===== src/rtl/ring_fifo_pkg.sv =====
package ring_fifo_pkg;
    typedef enum logic [1:0] {
        LVL_EMPTY = 2'd0,
        LVL_PART  = 2'd1,
        LVL_FULL  = 2'd2
    } fill_state_e;
endpackage


===== src/rtl/ring_fifo_ptr.sv =====
module ring_fifo_ptr #(
    parameter int DEPTH = 6,
    localparam int IDX_W = (DEPTH > 1) ? $clog2(DEPTH) : 1
) (
    input  logic             clk,
    input  logic             rst,
    input  logic             step,
    output logic [IDX_W-1:0] idx,
    output logic             lap
);
    localparam logic [IDX_W-1:0] LAST = IDX_W'(DEPTH - 1);

    always_ff @(posedge clk) begin
        if (rst) begin
            idx <= '0;
            lap <= 1'b0;
        end else if (step) begin
            if (idx == LAST) begin
                idx <= '0;
                lap <= ~lap;
            end else begin
                idx <= idx + 1'b1;
            end
        end
    end

    // index never leaves the slot range
    assert_idx_bound_R1: assert property (@(posedge clk) disable iff (rst)
        (32'(idx) < DEPTH));

    // stepping from the last slot returns to zero
    assert_idx_wrap_R1: assert property (@(posedge clk) disable iff (rst)
        (step && idx == LAST) |=> (idx == '0));
endmodule


===== src/rtl/ring_fifo_mem.sv =====
module ring_fifo_mem #(
    parameter int DEPTH = 6,
    parameter int WIDTH = 8,
    localparam int IDX_W = (DEPTH > 1) ? $clog2(DEPTH) : 1
) (
    input  logic             clk,
    input  logic             rst,
    input  logic             we,
    input  logic [IDX_W-1:0] waddr,
    input  logic [WIDTH-1:0] wdata,
    input  logic             re,
    input  logic [IDX_W-1:0] raddr,
    output logic [WIDTH-1:0] rdata
);
    logic [WIDTH-1:0] slots [DEPTH];

    always_ff @(posedge clk) begin
        if (we) begin
            slots[waddr] <= wdata;
        end
    end

    always_ff @(posedge clk) begin
        if (rst) begin
            rdata <= '0;
        end else if (re) begin
            rdata <= slots[raddr];
        end
    end

    // output register holds while no pop is accepted
    assert_rdata_hold_R10: assert property (@(posedge clk) disable iff (rst)
        !re |=> $stable(rdata));
endmodule


===== src/rtl/ring_fifo_stat.sv =====
module ring_fifo_stat
    import ring_fifo_pkg::*;
#(
    parameter int DEPTH = 6,
    localparam int IDX_W = (DEPTH > 1) ? $clog2(DEPTH) : 1,
    localparam int CNT_W = $clog2(DEPTH + 1)
) (
    input  logic [IDX_W-1:0] w_idx,
    input  logic             w_lap,
    input  logic [IDX_W-1:0] r_idx,
    input  logic             r_lap,
    output fill_state_e      state,
    output logic             full,
    output logic             empty,
    output logic [CNT_W-1:0] count
);
    localparam int EW = CNT_W + 1;
    logic [EW-1:0] diff;

    always_comb begin
        if (w_idx != r_idx)      state = LVL_PART;
        else if (w_lap == r_lap) state = LVL_EMPTY;
        else                     state = LVL_FULL;
    end

    always_comb begin
        unique case (state)
            LVL_EMPTY: begin full = 1'b0; empty = 1'b1; end
            LVL_FULL:  begin full = 1'b1; empty = 1'b0; end
            default:   begin full = 1'b0; empty = 1'b0; end
        endcase
    end

    always_comb begin
        if (w_lap == r_lap) diff = EW'(w_idx) - EW'(r_idx);
        else                diff = EW'(DEPTH) + EW'(w_idx) - EW'(r_idx);
        count = diff[CNT_W-1:0];
    end
endmodule


===== src/rtl/ring_fifo_np2.sv =====
module ring_fifo_np2
    import ring_fifo_pkg::*;
#(
    parameter int DEPTH = 6,
    parameter int WIDTH = 8,
    localparam int IDX_W = (DEPTH > 1) ? $clog2(DEPTH) : 1,
    localparam int CNT_W = $clog2(DEPTH + 1)
) (
    input  logic             clk,
    input  logic             rst,
    input  logic             push,
    input  logic [WIDTH-1:0] push_data,
    input  logic             pop,
    output logic [WIDTH-1:0] pop_data,
    output logic             is_full,
    output logic             is_empty,
    output logic [CNT_W-1:0] level,
    output logic             ovf_seen,
    output logic             udf_seen
);
    logic [IDX_W-1:0] w_idx, r_idx;
    logic             w_lap, r_lap;
    logic             w_go, r_go;
    fill_state_e      state;

    assign w_go = push && !is_full;
    assign r_go = pop && !is_empty;

    ring_fifo_ptr #(.DEPTH(DEPTH)) wr_ptr_i (
        .clk(clk), .rst(rst), .step(w_go), .idx(w_idx), .lap(w_lap));

    ring_fifo_ptr #(.DEPTH(DEPTH)) rd_ptr_i (
        .clk(clk), .rst(rst), .step(r_go), .idx(r_idx), .lap(r_lap));

    ring_fifo_mem #(.DEPTH(DEPTH), .WIDTH(WIDTH)) mem_i (
        .clk(clk), .rst(rst), .we(w_go), .waddr(w_idx), .wdata(push_data),
        .re(r_go), .raddr(r_idx), .rdata(pop_data));

    ring_fifo_stat #(.DEPTH(DEPTH)) stat_i (
        .w_idx(w_idx), .w_lap(w_lap), .r_idx(r_idx), .r_lap(r_lap),
        .state(state), .full(is_full), .empty(is_empty), .count(level));

    always_ff @(posedge clk) begin
        if (rst) begin
            ovf_seen <= 1'b0;
            udf_seen <= 1'b0;
        end else begin
            if (push && is_full)  ovf_seen <= 1'b1;
            if (pop && is_empty)  udf_seen <= 1'b1;
        end
    end

    assert_empty_level_R2: assert property (@(posedge clk) disable iff (rst)
        is_empty == (level == '0));

    assert_full_level_R3: assert property (@(posedge clk) disable iff (rst)
        is_full == (32'(level) == DEPTH));

    assert_level_bound_R4: assert property (@(posedge clk) disable iff (rst)
        32'(level) <= DEPTH);

    assert_no_overflow_R5: assert property (@(posedge clk) disable iff (rst)
        (push && is_full && !pop) |=> (is_full && $stable(level)));

    assert_no_underflow_R6: assert property (@(posedge clk) disable iff (rst)
        (pop && is_empty && !push) |=> (is_empty && $stable(pop_data)));

    assert_ovf_sticky_R7: assert property (@(posedge clk) disable iff (rst)
        ovf_seen |=> ovf_seen);

    assert_udf_sticky_R8: assert property (@(posedge clk) disable iff (rst)
        udf_seen |=> udf_seen);

    assert_both_sides_R9: assert property (@(posedge clk) disable iff (rst)
        (push && pop && state == LVL_PART) |=> $stable(level));
endmodule


===== config.mk =====
export PLATFORM = sky130hd
export DESIGN_NAME = ring_fifo_np2
export DESIGN_NICKNAME = d
export VERILOG_FILES = /design/src/rtl/ring_fifo_pkg.sv /design/src/rtl/ring_fifo_ptr.sv /design/src/rtl/ring_fifo_mem.sv /design/src/rtl/ring_fifo_stat.sv /design/src/rtl/ring_fifo_np2.sv
export SDC_FILE = /design/constraint.sdc
export NUM_CORES = 1
export LEC_CHECK = 0
export BUFFER_PORTS_ARGS = -buffer_cell sky130_fd_sc_hd__buf_2
export CAP_MARGIN = 15
export CORE_UTILIZATION = 38
export DETAILED_ROUTE_END_ITERATION = 6
export GPL_TIMING_DRIVEN = 0
export PLACE_DENSITY = 0.67
export SLEW_MARGIN = 20
export SYNTH_ARGS = -nofsm -noshare
export SYNTH_HDL_FRONTEND = slang
export SYNTH_SLANG_ARGS = --single-unit

===== constraint.sdc =====
create_clock -name clk -period 2.7 [get_ports clk]
set_input_delay 0.54 -clock clk [delete_from_list [all_inputs] [get_ports clk]]
set_output_delay 0.54 -clock clk [all_outputs]
set_load 0.03 [all_outputs]

# ---- Word level (Yosys, flattened, before mapping)
# Memories as Yosys holds them, arrays and structs flattened. A register that Yosys moved wholly into a read port is not among the register bits.
# Cells that the tools add are included.
dict set report totals {
  wordCells 37
  mem_count 1
  ramBits 48
  input_bits 12
  out_inout_bits 15
  register_bits 10
}
# name words word_bits read_ports rd_ports_with_merged_regs wr line_no
set mem_list {}
lappend mem_list {mem_i.slots 6 8 1 1 1 ring_fifo_mem.sv:15} ;# logic [WIDTH-1:0] slots [DEPTH];
dict set report op_classes {
  mux 9
  reduce_logical 9
  n_addsub 5
  n_eq_ne 5
  bitwise_logic 2
}
# cell n
set op_table {}
lappend op_table {{$mux 3} 3}
lappend op_table {{$add 3x1->3 const B} 2}
lappend op_table {{$eq 3x3->1 const B} 2}
lappend op_table {{$sub 3x3->3} 2}
lappend op_table {{$logic_and 1x1->1} 4}
lappend op_table {{$mux 1} 4}
lappend op_table {{$mux 2} 2}
lappend op_table {{$reduce_and 2->1} 2}
lappend op_table {{$add 3x3->3 const A} 1}
lappend op_table {{$ne 3x3->1} 1}
lappend op_table {{$eq 2x2->1 const B} 1}
lappend op_table {{$logic_not 1->1} 2}
lappend op_table {{$logic_not 2->1} 1}
lappend op_table {{$not 1->1} 2}
lappend op_table {{$eq 1x1->1} 1}

# ---- Longest topological paths before layout
dict set report logic_depth {
  ltp_word 9
  depth_mapped 8
  mapped_depth_nobuf 8
}

# ---- Hierarchy
# Synthesis repeated with hierarchy kept, for this count alone.
dict set report hier_totals {
  cells_unflattened 183
  hier_area_um2 2747.6
}
# module n_inst cells_each area_per_inst_um2 seq_area_each_um2
set modules_own_cells {}
lappend modules_own_cells {ring_fifo_mem 1 124 2157.1 1601.5}
lappend modules_own_cells {ring_fifo_ptr 2 16 176.4 80.1}
lappend modules_own_cells {ring_fifo_stat 1 19 162.7 0.0}
lappend modules_own_cells {ring_fifo_np2 1 8 75.1 40.0}

# ---- Worst setup path after synthesis
# OpenSTA, ideal clock, no wires.
dict set report synth_timing {
  path_type {flip-flop to output port}
  startpoint {register rd_ptr_i.idx[1]}
  endpoint {output level[2]}
  arrival_time_ns 1.844
  n_path_buf 0
  setup_slack_ns 0.316
  required_ns 2.160
  path_stages_with_launch 9
  cell_sequence {dfxtp_1 > inv_1 > ha_1 > inv_1 > ha_1 > xor2_1 > nand2_1 > o21ai_0 > xnor2_1}
}
dict set report synth_via {
  elab_chain_len 2
  elab_cells_between_ends 3
  classes_between {2 x add/sub; 1 x mux}
}
# item line_no
set synth_lines {}
lappend synth_lines {{start, declared} ring_fifo_ptr.sv:8} ;# output logic [IDX_W-1:0] idx,
lappend synth_lines {{start signal, assigned} ring_fifo_ptr.sv:22} ;# idx <= idx + 1'b1;
lappend synth_lines {{$sub 3x3->3 (on tied branches)} {ring_fifo_stat.sv:36, ring_fifo_stat.sv:35}}
lappend synth_lines {{$mux 3 *} ring_fifo_stat.sv:35} ;# if (w_lap == r_lap) diff = EW'(w_idx) - EW'(r_idx);
lappend synth_lines {{end, declared} ring_fifo_np2.sv:17} ;# output logic [CNT_W-1:0] level,
# Mark *: on every way between the ends. The rest lies on a longest branch, timed or not.

# ---- Final worst setup path
dict set report layout_timing {
  startpoint {register wr_ptr_i.idx[1]}
  endpoint {output level[2]}
}
dict set report layout_via {
  elab_chain_len 3
  elab_cells_between_ends 4
  classes_between {3 x add/sub; 1 x mux}
}
# item line_no
set layout_lines {}
lappend layout_lines {{start, declared} ring_fifo_ptr.sv:8}
lappend layout_lines {{start signal, assigned} ring_fifo_ptr.sv:22}
lappend layout_lines {{$add 3x3->3} ring_fifo_stat.sv:36} ;# else diff = EW'(DEPTH) + EW'(w_idx) - EW'(r_idx);
lappend layout_lines {{$sub 3x3->3} ring_fifo_stat.sv:36}
lappend layout_lines {{$mux 3 *} ring_fifo_stat.sv:35}
# Marked as above.

==> impl_metrics.tcl <==
set metrics [dict create \
    core-area_mm2 0.00691 \
    post-route-util 0.474 \
    synth_edf_count 48 \
    finalWorstSetupSlack_ns 0.163 \
    finalHoldWorstSlack_ns 0.441 \
    route.vias.total 1676 \
    first_pass_grt_wire_length_mm 8.58 \
    detailedRoute.firstPassIterationCount 4 \
    synthesis.yosys.warnings 0 \
    hold_buffer_count_at_cts 0 \
    setup.worst_path.end_class "primary output" \
    worst_ep_arrival_time_ns 2.00 \
    tritoncts_num_sinks 66 \
    cts.root.buffer_cell "clkbuf_8" \
    timing.critical_path.from_type "register" \
    area.sequential_mm2 0.00181 \
    post-route-drc-count 0 \
    clock_skew_ns 0.0100 \
    synth.yosys.seq_area_share 0.653 \
    max-cap-violations 0 \
    synth-async-reset-ratio 0 \
    timing.max_slew.rel_slack 0.480 \
    outcome "complete, no violations" \
    cts.htree.levels 3 \
    final_max_slew_viol_count 0 \
    initial_core_util 0.399 \
    die_outline_area_mm2 0.00760 \
    globalRoute.totalOverflow 0 \
    post_drt_via_cell_ratio 4.93 \
    grt_antenna_before_repair 0 \
    tightest_slew_ns 0.777 \
    timing.final.crit_share 0.940 \
    numPortBuffers 25 \
    syn-num-nets 217 \
    p_per_area_mw_per_mm2 868 \
    dpl_cell_area_mm2 0.00306 \
    yosys_most_used_dff "edfxtp_1" \
    clockBufferDepth 2 \
    cts.repair.resized 0 \
    chipWidth_um 87.2 \
    flow.area_growth_from_synthesis_pct 18.8 \
    route.detailed.wl_per_inst_um 16.0 \
    grt_start_max_net_pins 13 \
    clock.fmax_mhz 394 \
    placedCellCount 324 \
    drive_gt1_frac 0.287 \
    area_of_combinational_cells_with_multiple_inputs_um2 888 \
    die_y_um 87.2 \
    worstSetupPathType "reg2out" \
    placement.setup.worst_slack_ns 0.243 \
    synth_area_per_cell_um2 13.8 \
    synth.lib_cells_used.distinct 37 \
    post-cts-setup-buffer-count 0 \
    global_route.usage.total 0.162 \
    antenna_cells 0 \
    hold_viol 0 \
    ant_nets_after_route 0 \
    cts.reportedPaths.clkPinSlew_ns 0.07 \
    design_area_mm2 0.00328 \
    leakage_nw 1.16 \
    totalWireLength_mm 5.42 \
    num-nets-final 256 \
    clk_latency_ns 0.34 \
    fillerInstances 637 \
    final.min_clock_period_ns 2.54 \
    worst_min_delay_path_class "in2reg" \
    drt_iter0_drcs 96 \
    io_pins 27 \
    cts_tree "yes" \
    via_count_of_the_first_global_routing_pass 1661 \
    crit_path_max_fanout 8 \
    regToRegSetupSlack_ns 0.37 \
    layout.cells.non_filler 340 \
    finalSetupViolCount 0 \
    dp.final_hpwl_mm 3.65 \
    synth_cell_area_mm2 0.00276 \
    critPathRequiredTime_ns 2.16 \
    unrepaired_setup_endpoints_after_global_routing "false" \
    yosys_register_bits 66 \
    syn-instance-count 200 \
    rows 30 \
    numCtsBuffers 9 \
    gp_congestion 0.758 \
    peakVddDrop_v 0.000279 \
]
[where the power goes]
part	internal, mW	switching, mW	leakage (nW)
clock network	0.518	0.381	0.103
registers	1.17	0.0355	0.586
logic	0.277	0.463	0.472
total	1.96	0.880	1.16
[logic make-up after synthesis]
logic type,count (synthesis),synth area share
xor gates and xnor gates,11,0.0377
adders and majority gates,5,0.0254
DFF,66,0.653
muxes,25,0.0994
and+or+nand+nor,39,0.0672
AOI/OAI and AO/OA,35,0.0817
buffers and inverters,19,0.0354
[metrics by stage]
step                      setup TNS, ns  power, mW
after global routing                  0       2.97
after detailed placement              0       1.97
after CTS                             0       2.86
after global placement           -12.34       1.95
after floorplan                       0       1.77
final                                 0       2.84
[path summary, 6_finish.rpt]
path / start / endpoint / cells past startpoint
worst max register to register: wr_ptr_i.idx[1]$_SDFFE_PP0P_ / mem_i.slots[2][4]$_DFFE_PP_ / 5
worst min register to register: udf_seen$_SDFFE_PP0P_ / udf_seen$_SDFFE_PP0P_ / 2
worst max-delay path: wr_ptr_i.idx[1]$_SDFFE_PP0P_ / level[2] / 8
worst min-delay path: push_data[2] / mem_i.slots[3][2]$_DFFE_PP_ / 1
[synth_stat cells (3+ instances only)]
cell	n	share of area
a31oi_1	3	0.0068
ha_1	4	0.018
nor3_1	4	0.0073
edfxtp_1	48	0.52
mux2i_1	15	0.054
a21oi_1	12	0.022
nor2_1	17	0.023
dfxtp_1	18	0.13
a211oi_1	6	0.016
o22ai_1	7	0.016
mux2_2	9	0.037
buf_2	3	0.0054
xnor2_1	8	0.025
inv_1	8	0.011
nand2_1	8	0.011
nor4_1	3	0.0068
[worst max-delay path, stage by stage (launching register included)]
cell and delay (ns):
dfxtp_1 0.49, ha_1 0.32, inv_1 0.07, ha_1 0.15, xor2_1 0.14, nand2_1 0.06
o21ai_0 0.10, xnor2_1 0.13, buf_2 0.21
[flip-flops by register name, summed over array words and instances, names as in the netlist]
name	cells
mem_i.rdata	8
mem_i.slots	48
ovf_seen	1
rd_ptr_i.idx	3
rd_ptr_i.lap	1
udf_seen	1
wr_ptr_i.idx	3
wr_ptr_i.lap	1
[cell usage in the layout, fill, tap and decap left out, types with 2 or more instances in the layout]
master / count
edfxtp_1: 48
buf_2: 28
nor2_1: 17
dfxtp_1: 17
mux2i_1: 15
a21oi_1: 12
mux2_2: 9
clkbuf_8: 9
inv_1: 8
xnor2_1: 8
nand2_1: 8
o22ai_1: 7
a211oi_1: 6
buf_4: 5
ha_1: 4
nor3_1: 3
nor4_2: 3
xor2_1: 2
nor3_2: 2
clkinv_1: 2
nand4b_1: 2
o21ai_0: 2
clkbuf_1: 2
buf_6: 2
a31oi_1: 2
clkinvlp_4: 2
bufinv_16: 2
[area by class of cell]
type,instances,area share
inverters,9,0.0103
clock buffers,9,0.0378
well taps,96,0.0367
clock inverters,7,0.0283
flip-flops and latches,66,0.551
multi-input cells,115,0.271
plain buffers,10,0.0195
repair buffers,28,0.0451
[metal layers]
metal / global-route usage / part of all wire
met1: 0.200 / 0.45
met2: 0.256 / 0.48
met3: 0.0360 / 0.045
met4: 0.106 / 0.018
met5: 0 / 0
Power figures use the tool's default switching activity.
